<file path="src/rtl/cfg_xlate_pkg.sv">
package cfg_xlate_pkg;
   localparam int WORD_W    = 32;
   localparam int DEV_W     = 5;
   localparam int SCAN_LO   = 11;
   localparam int INTX_PINS = 4;
   localparam int BUS_W     = 8;

   typedef logic [WORD_W-1:0] word_t;
   typedef logic [DEV_W-1:0]  dev_t;
endpackage

</file>
<file path="src/rtl/cfg_lane_swap.sv">
module cfg_lane_swap
   import cfg_xlate_pkg::*;
#(
   parameter bit SWAP = 1'b0
) (
   input  word_t din,
   output word_t dout
);
   localparam int LANES = WORD_W / 8;

   generate
      if (SWAP) begin : g_swap
         for (genvar b = 0; b < LANES; b++) begin : g_lane
            assign dout[8*b +: 8] = din[8*(LANES-1-b) +: 8];
         end
      end else begin : g_pass
         assign dout = din;
      end
   endgenerate
endmodule

</file>
<file path="src/rtl/cfg_idsel_encode.sv">
module cfg_idsel_encode
   import cfg_xlate_pkg::*;
#(
   parameter int MISS_CODE = 21
) (
   input  word_t wword,
   output dev_t  dev,
   output logic  hit
);
   always_comb begin
      dev = dev_t'(MISS_CODE);
      hit = 1'b0;
      // Walk down so that the lowest set bit is the last one assigned.
      for (int i = WORD_W - 1; i >= SCAN_LO; i--) begin
         if (wword[i]) begin
            dev = dev_t'(i);
            hit = 1'b1;
         end
      end
   end
endmodule

</file>
<file path="src/rtl/cfg_idsel_decode.sv">
module cfg_idsel_decode
   import cfg_xlate_pkg::*;
(
   input  word_t addr,
   output word_t rword
);
   localparam int LOW_W = SCAN_LO - 2;
   word_t onehot;

   always_comb begin
      onehot = '0;
      onehot[addr[SCAN_LO +: DEV_W]] = 1'b1;
      rword  = onehot | {{(WORD_W-SCAN_LO){1'b0}}, addr[SCAN_LO-1:2], 2'b00};
   end

   generate
      if (LOW_W != 9) begin : g_bad_low
         $error("cfg_idsel_decode: field layout mismatch");
      end
   endgenerate
endmodule

</file>
<file path="src/rtl/cfg_intx_swizzle.sv">
module cfg_intx_swizzle
   import cfg_xlate_pkg::*;
#(
   parameter int NUM_SLOTS  = 4,
   parameter int FIRST_DEV  = 12,
   parameter int IRQ_BASE   = 8,
   parameter int HOST_IRQ_W = 16
) (
   input  logic [NUM_SLOTS*INTX_PINS-1:0] slot_intx,
   output logic [HOST_IRQ_W-1:0]          host_irq
);
   logic [NUM_SLOTS-1:0][INTX_PINS-1:0] rot;

   generate
      for (genvar s = 0; s < NUM_SLOTS; s++) begin : g_slot
         for (genvar p = 0; p < INTX_PINS; p++) begin : g_pin
            localparam int LINE = (p + FIRST_DEV + s) % INTX_PINS;
            assign rot[s][LINE] = slot_intx[s*INTX_PINS + p];
         end
      end
   endgenerate

   always_comb begin
      host_irq = '0;
      for (int s = 0; s < NUM_SLOTS; s++) begin
         host_irq[IRQ_BASE +: INTX_PINS] = host_irq[IRQ_BASE +: INTX_PINS] | rot[s];
      end
   end
endmodule

</file>
<file path="src/rtl/cfg_addr_xlate.sv">
module cfg_addr_xlate
   import cfg_xlate_pkg::*;
#(
   parameter bit BIG_ENDIAN = 1'b0,
   parameter int MISS_CODE  = 21,
   parameter int BUS_NUM    = 0,
   parameter int NUM_SLOTS  = 4,
   parameter int FIRST_DEV  = 12,
   parameter int IRQ_BASE   = 8,
   parameter int HOST_IRQ_W = 16
) (
   input  logic                          clk,
   input  logic                          rst_n,
   input  logic                          reg_valid,
   input  logic                          reg_we,
   input  logic [31:0]                   reg_wdata,
   output logic [31:0]                   reg_rdata,
   output logic [31:0]                   cfg_addr_out,
   output logic                          no_dev_seen,
   input  logic [NUM_SLOTS*4-1:0]        slot_intx,
   output logic [HOST_IRQ_W-1:0]         host_irq
);
   localparam int PAD_W = WORD_W - 1 - BUS_W - DEV_W - (SCAN_LO - 2) - 2;

   generate
      if (IRQ_BASE + INTX_PINS > HOST_IRQ_W) begin : g_bad_irq
         $error("cfg_addr_xlate: interrupt window exceeds host_irq width");
      end
      if (MISS_CODE < 0 || MISS_CODE >= (1 << DEV_W)) begin : g_bad_miss
         $error("cfg_addr_xlate: MISS_CODE does not fit device field");
      end
      if (BUS_NUM < 0 || BUS_NUM >= (1 << BUS_W)) begin : g_bad_bus
         $error("cfg_addr_xlate: BUS_NUM does not fit bus field");
      end
      if (NUM_SLOTS < 1) begin : g_bad_slots
         $error("cfg_addr_xlate: need at least one slot");
      end
      if (PAD_W != 7) begin : g_bad_pad
         $error("cfg_addr_xlate: address layout mismatch");
      end
   endgenerate

   word_t wr_le;
   word_t rd_le;
   word_t addr_q;
   logic  nodev_q;
   dev_t  enc_dev;
   logic  enc_hit;
   logic  wr_en;

   assign wr_en = reg_valid & reg_we;

   cfg_lane_swap #(.SWAP(BIG_ENDIAN)) u_wr_swap (
      .din  (reg_wdata),
      .dout (wr_le)
   );

   cfg_idsel_encode #(.MISS_CODE(MISS_CODE)) u_enc (
      .wword (wr_le),
      .dev   (enc_dev),
      .hit   (enc_hit)
   );

   always_ff @(posedge clk) begin
      if (!rst_n) begin
         addr_q  <= '0;
         nodev_q <= 1'b0;
      end else if (wr_en) begin
         addr_q  <= {1'b1, {PAD_W{1'b0}}, BUS_W'(BUS_NUM), enc_dev,
                     wr_le[SCAN_LO-1:2], 2'b00};
         nodev_q <= nodev_q | ~enc_hit;
      end
   end

   cfg_idsel_decode u_dec (
      .addr  (addr_q),
      .rword (rd_le)
   );

   cfg_lane_swap #(.SWAP(BIG_ENDIAN)) u_rd_swap (
      .din  (rd_le),
      .dout (reg_rdata)
   );

   cfg_intx_swizzle #(
      .NUM_SLOTS  (NUM_SLOTS),
      .FIRST_DEV  (FIRST_DEV),
      .IRQ_BASE   (IRQ_BASE),
      .HOST_IRQ_W (HOST_IRQ_W)
   ) u_swz (
      .slot_intx (slot_intx),
      .host_irq  (host_irq)
   );

   assign cfg_addr_out = addr_q;
   assign no_dev_seen  = nodev_q;
endmodule

</file>
<file path="config.mk">
export PLATFORM = sky130hd
export DESIGN_NAME = cfg_addr_xlate
export DESIGN_NICKNAME = d
export VERILOG_FILES = /design/src/rtl/cfg_xlate_pkg.sv /design/src/rtl/cfg_lane_swap.sv /design/src/rtl/cfg_idsel_encode.sv /design/src/rtl/cfg_idsel_decode.sv /design/src/rtl/cfg_intx_swizzle.sv /design/src/rtl/cfg_addr_xlate.sv
export SDC_FILE = /design/constraint.sdc
export NUM_CORES = 1
export LEC_CHECK = 0
export BUFFER_PORTS_ARGS = -buffer_cell sky130_fd_sc_hd__buf_4
export CORE_MARGIN = 3
export CORE_UTILIZATION = 36
export DETAILED_ROUTE_END_ITERATION = 6
export PLACE_DENSITY_LB_ADDON = 0.3
export SLEW_MARGIN = 20
export SYNTH_ARGS = -nofsm -noshare
export SYNTH_HDL_FRONTEND = slang
export SYNTH_SLANG_ARGS = --single-unit
</file>
<file path="constraint.sdc">
create_clock -name clk -period 1.8 [get_ports clk]
set_clock_uncertainty 0.15 [all_clocks]
set_input_delay 0.18 -clock clk [delete_from_list [all_inputs] [get_ports clk]]
set_output_delay 0.18 -clock clk [all_outputs]
set_load 0.1 [all_outputs]
</file>
# Word-level counts from Yosys, hierarchy flattened
# Index checks and enable logic that the tools add are counted.
# word_totals
out_inout_bits	81
reg_bits	16
input_bits	52
elab_cells	56
# classes
muxes	44
order_cmp	2
bitwise	7
n_reduce_logical	1
# op_table
cell	count
4-bit 2-to-1 mux	16
32-bit by 11-bit bitwise OR with 32-bit output	1
5-bit 2-to-1 mux	5
1-bit 2-to-1 mux	22
4-bit bitwise OR	3
5-bit by 6-bit less-than comparator with 1-bit output, second input constant	1
1-bit demux with 5-bit select	1
5-bit by 1-bit greater-or-equal comparator with 1-bit output, second input constant	1
1-bit AND	1
1-bit logical AND	1
1-bit NOT	1
1-bit bitwise OR	1

# Logic depth before layout (Yosys ltp)
# depth
ltp_word	23
depth_mapped	5
ltp_nobuf	4

# Cells and area by module
# A second synthesis with hierarchy kept.
# hier_totals
cells_unflattened	257
area_unflattened_um2	1870.5
# by_module_without_submodules
module	seq_area_each_um2	cells_per_inst	n_inst	area_each_um2
cfg_addr_xlate	320.3	87	1	735.7
cfg_lane_swap	0.0	32	2	240.2
cfg_idsel_decode	0.0	48	1	266.5
cfg_idsel_encode	0.0	41	1	264.0
cfg_intx_swizzle	0.0	17	1	123.9

# Worst setup path before layout
# OpenSTA, ideal clock, no wires.
# synth_path
kind	register -> output
start	register addr_q[15] (netlist: cfg_addr_out[15])
end	output port reg_rdata[16]
n_path_buf	1
slack_ns	-1.458
stages_incl_launch_ff	4
arrival_time_ns	2.928
path_cell_list	dfxtp_1 > clkbuf_1 > or3b_1 > nor2_1
# synth_via
elab_chain_len	5
word_cells_on_any_way	6
cone_classes	order compare (2); mux (2); bitwise (1); reduce/logical (1)
# synth_rtl
element	line	rtl
start: declaration	cfg_addr_xlate.sv:45	word_t addr_q;
start signal: assignment	cfg_addr_xlate.sv:69	addr_q <= {1'b1, {PAD_W{1'b0}}, BUS_W'(BUS_NUM), enc_dev,
5-bit by 6-bit less-than comparator with 1-bit output (not written as such) or 5-bit by 1-bit greater-or-equal comparator with 1-bit output (tied branches)	cfg_idsel_decode.sv:12	onehot[addr[SCAN_LO +: DEV_W]] = 1'b1;
1-bit logical AND (not written as such)	cfg_idsel_decode.sv:12	
1-bit 2-to-1 mux (not written as such)	cfg_idsel_decode.sv:12	
1-bit demux with 5-bit select (*)	n/a	
32-bit by 11-bit bitwise OR with 32-bit output (*)	cfg_idsel_decode.sv:13	rword = onehot | {{(WORD_W-SCAN_LO){1'b0}}, addr[SCAN_LO-1:2], 2'b00};
end: declaration	cfg_addr_xlate.sv:17	output logic [31:0] reg_rdata,
# Mark *: on every way between the ends. The rest lies on a longest branch, timed or not.

# Final worst setup path
# layout_path
start	register addr_q[14] (netlist: cfg_addr_out[14])
end	output port reg_rdata[3]
# The elaborated chain is that of the path after synthesis.

==> flow_metrics.py <==
metrics = {
    "run": {
        "max-cap-violations": 0,
    },
    "global_route": {
        "grt_remaining_overflow": 0,
        "grt_max_degree": 19,
        "grt_antenna_before_repair": 0,
        "grt_pass1_vias": 1600,
        "grt_pass1_wl_um": 7110,
        "track_usage_pct": 20.2,
    },
    "power": {
        "swShare_pct": 55.5,
        "p_switching_mw": 0.883,
        "combPwrFrac_pct": 62.6,
        "clockPowerShare_pct": 12.5,
        "power.leakage_nw": 1.23,
        "p_seq_share_pct": 24.9,
        "peakVddDrop_uv": 447,
        "p_int_mw": 0.708,
        "powerDensity_nw_per_um2": 571,
    },
    "cts": {
        "insertion_delay_ns": 0.28,
        "root_buffer": "clkbuf_4",
        "clkTransAtPathRegs_ns": 0.09,
        "clock_path_buffers": 2,
        "cts_made_buffers": 3,
        "cts_tree": "yes",
        "cts.sinks": 16,
        "htree_levels": 1,
    },
    "detailed_routing": {
        "drc_errors": 0,
        "totalWireLength_um": 5630,
        "ant_nets": 0,
        "drtIter0Drc": 68,
        "vias": 1730,
        "viasPerCell": 4.90,
        "wl_per_cell_um": 15.9,
        "dr.pass1.iters": 4,
    },
    "sta": {
        "hold_slack_ns": 0.0542,
        "setup_viol": 11,
        "timing.final.crit_share_pct": 102,
        "finalCriticalPeriod_ns": 1.84,
        "hold_viol": 0,
        "grt_setup_unrepaired": "yes",
        "setup_ws_ns": -0.0423,
        "drv_slew": 0,
        "clock.fmax_ghz": 0.543,
    },
    "logic_synthesis": {
        "seq_area_frac_synth_pct": 24.3,
        "yosysTopAreaCell": "dfxtp_1",
        "async_reset_ff_share_pct": 0,
        "synth_cell_type_count": 38,
        "netlist_top_cells_area": "dfxtp_1, buf_4, nor2_1, nand2_1, a21boi_1",
        "netlist.area_leader.share_pct": 24.3,
        "netlist_area_um2": 1320,
        "synth-seq-cells": 16,
        "syn_inst": 187,
        "avgSynthCellArea_um2": 7.04,
        "synth-edff-count": 0,
        "synth_ff_type": "dfxtp_1",
        "ys_warn_count": 0,
    },
    "place": {
        "routabilityCongestion": 0.795,
        "dp_hpwl_um": 3380,
        "dp.cells": 328,
        "numPortBuffers": 101,
    },
    "critical_path": {
        "setup.worst_path.start_class": "register",
        "r2r-end": "cfg_addr_out[11]$_SDFFE_PN0P_",
        "ff2ff_setup_slack_ns": 0.20,
        "r2r-start": "cfg_addr_out[11]$_SDFFE_PN0P_",
        "reg2reg_depth": 3,
        "end_kind": "output port",
        "cp_max_fo": 7,
        "cp.required_ns": 1.47,
        "critical_path_class": "reg -> out",
        "worstPathArrival_ns": 1.51,
    },
    "finish": {
        "utilization_pct": 81.5,
        "syn_to_final_growth_pct": 112,
        "nets": 360,
        "fillers": 199,
        "drive_above_1_share_pct": 53.4,
        "fin_cells": 353,
        "antenna_cells": 0,
    },
    "min_path": {
        "holdPathEnd": "cfg_addr_out[12]$_SDFFE_PN0P_",
        "whs_path_depth": 3,
        "holdCritPathClass": "in -> reg",
        "worst_hold_startpoint": "reg_wdata[15]",
    },
    "outcome": {
        "status": "complete, but fails checks",
        "violations": "negative setup slack",
    },
    "floorplanning": {
        "initial_utilization_pct": 38.5,
        "num_rows": 21,
        "top_level_ports": 133,
        "fp.dieW_um": 66.5,
        "core_area_um2": 3420,
        "die_area_um2": 4420,
        "die_h_um": 66.5,
    },
}
-- per-stage QoR --
stage,setup TNS (ns),total power [mW],cell area (um2),setup WS (ns)
4_1_cts,-0.0414,1.55,2630,-0.0296
5_1_grt,-1.30,1.64,2790,-0.0942
3_5_place_dp,0,1.30,2270,0.116
3_3_place_gp,0,1.30,2270,0.133
6_report,-0.284,1.59,2790,-0.0423
2_1_floorplan,-2.80,1.17,1730,-0.197
-- worst max path at each step --
stage                                        startpoint       endpoint  depth (start not counted)
after floorplan           cfg_addr_out[15]$_SDFFE_PN0P_  reg_rdata[16]                          3
after detailed placement  cfg_addr_out[11]$_SDFFE_PN0P_   reg_rdata[4]                          3
after global placement    cfg_addr_out[11]$_SDFFE_PN0P_   reg_rdata[4]                          3
after CTS                 cfg_addr_out[13]$_SDFFE_PN0P_   reg_rdata[3]                          3
after global routing      cfg_addr_out[14]$_SDFFE_PN0P_   reg_rdata[5]                          4
final                     cfg_addr_out[14]$_SDFFE_PN0P_   reg_rdata[3]                          3
-- routing by layer --
| layer | up-vias | global-route usage (%) | routed length (um) | share of wire [%] |
|---|---|---|---|---|
| met3 | 8 | 3.54 | 411 | 7.3 |
| met2 | 87 | 39.0 | 3110 | 55 |
| met4 | 0 | 5.33 | 112 | 2.0 |
| met5 | - | 0 | 0 | 0 |
| li1 | 829 | - | - | - |
| met1 | 806 | 22.1 | 1990 | 35 |
-- cells by family (layout without fill, tap and decap cells) --
kind of cell | after synthesis | count (layout) | synth area share, %
and+or+nand+nor | 88 | 88 | 31.9
buffers and inverters | 43 | 135 | 22.1
AOI/OAI and AO/OA | 39 | 39 | 21.3
DFF | 16 | 16 | 24.3
other | 1 | 29 | 0.285
-- layout by cell type (no fill, tap or decap), types with 3 or more instances in the layout --
cell type      instances
dlygate4sd3_1         11
buf_6                 10
nor2_1                10
buf_12                18
dfxtp_1               11
a21oi_1                3
a21boi_1              10
nand3b_1               3
o21bai_4               6
nor2_4                22
or4_1                  5
nor4_1                 5
o21ai_0                4
nor3_1                 4
inv_1                  6
nand2_1               22
buf_8                  3
dfxtp_4                5
conb_1                29
buf_4                 83
a21o_2                 3
clkbuf_4               3
-- synthesized netlist by cell type (3+ instances only) --
library cell and n:
nor2_1 32, buf_4 29, nand2_1 24, dfxtp_1 16
a21boi_1 10, inv_1 6, o21bai_1 6, clkbuf_1 5
nor4_1 5, or4_1 5, nor3_1 4, o21ai_0 4
a21o_1 3, a21oi_1 3, nand2b_1 3, nand3_1 3
nand3b_1 3
-- worst max-delay path: stages (launching register included) --
cell	delay, ns
dfxtp_4	0.38
or3_4	0.47
o21bai_4	0.19
buf_12	0.19
-- final cells by class --
| type | count | area, um2 | area share, % |
|---|---|---|---|
| Timing Repair Buffer | 125 | 1250 | 44.9 |
| Tap cell | 46 | 57.6 | 2.07 |
| Multi-Input combinational cell | 156 | 1090 | 39.1 |
| Clock buffer | 4 | 26.3 | 0.943 |
| Sequential cell | 16 | 339 | 12.2 |
| Inverter | 6 | 22.5 | 0.809 |
-- registers in the layout, indices dropped and copies added, names as in the netlist --
| register | cells |
|---|---|
| cfg_addr_out | 15 |
| no_dev_seen | 1 |
-- power groups by stage --
| stage | Combinational (mW) | Clock (mW) | Sequential, mW |
|---|---|---|---|
| final | 0.995 | 0.199 | 0.396 |
| after global routing | 1.03 | 0.217 | 0.399 |
| after floorplan | 0.654 | 0 | 0.520 |
| after global placement | 0.897 | 0 | 0.400 |
| after detailed placement | 0.902 | 0 | 0.401 |
| after CTS | 0.958 | 0.201 | 0.392 |
-- repair_timing --
action / CTS / global route
hold buffers: 11 / 0
resized for setup: 41 / 35
endpoints found under the setup margin: 27 / 26
hold endpoints to repair: 10 / 0
buffers inserted: 8 / 2
Power figures use the tool's default switching activity.
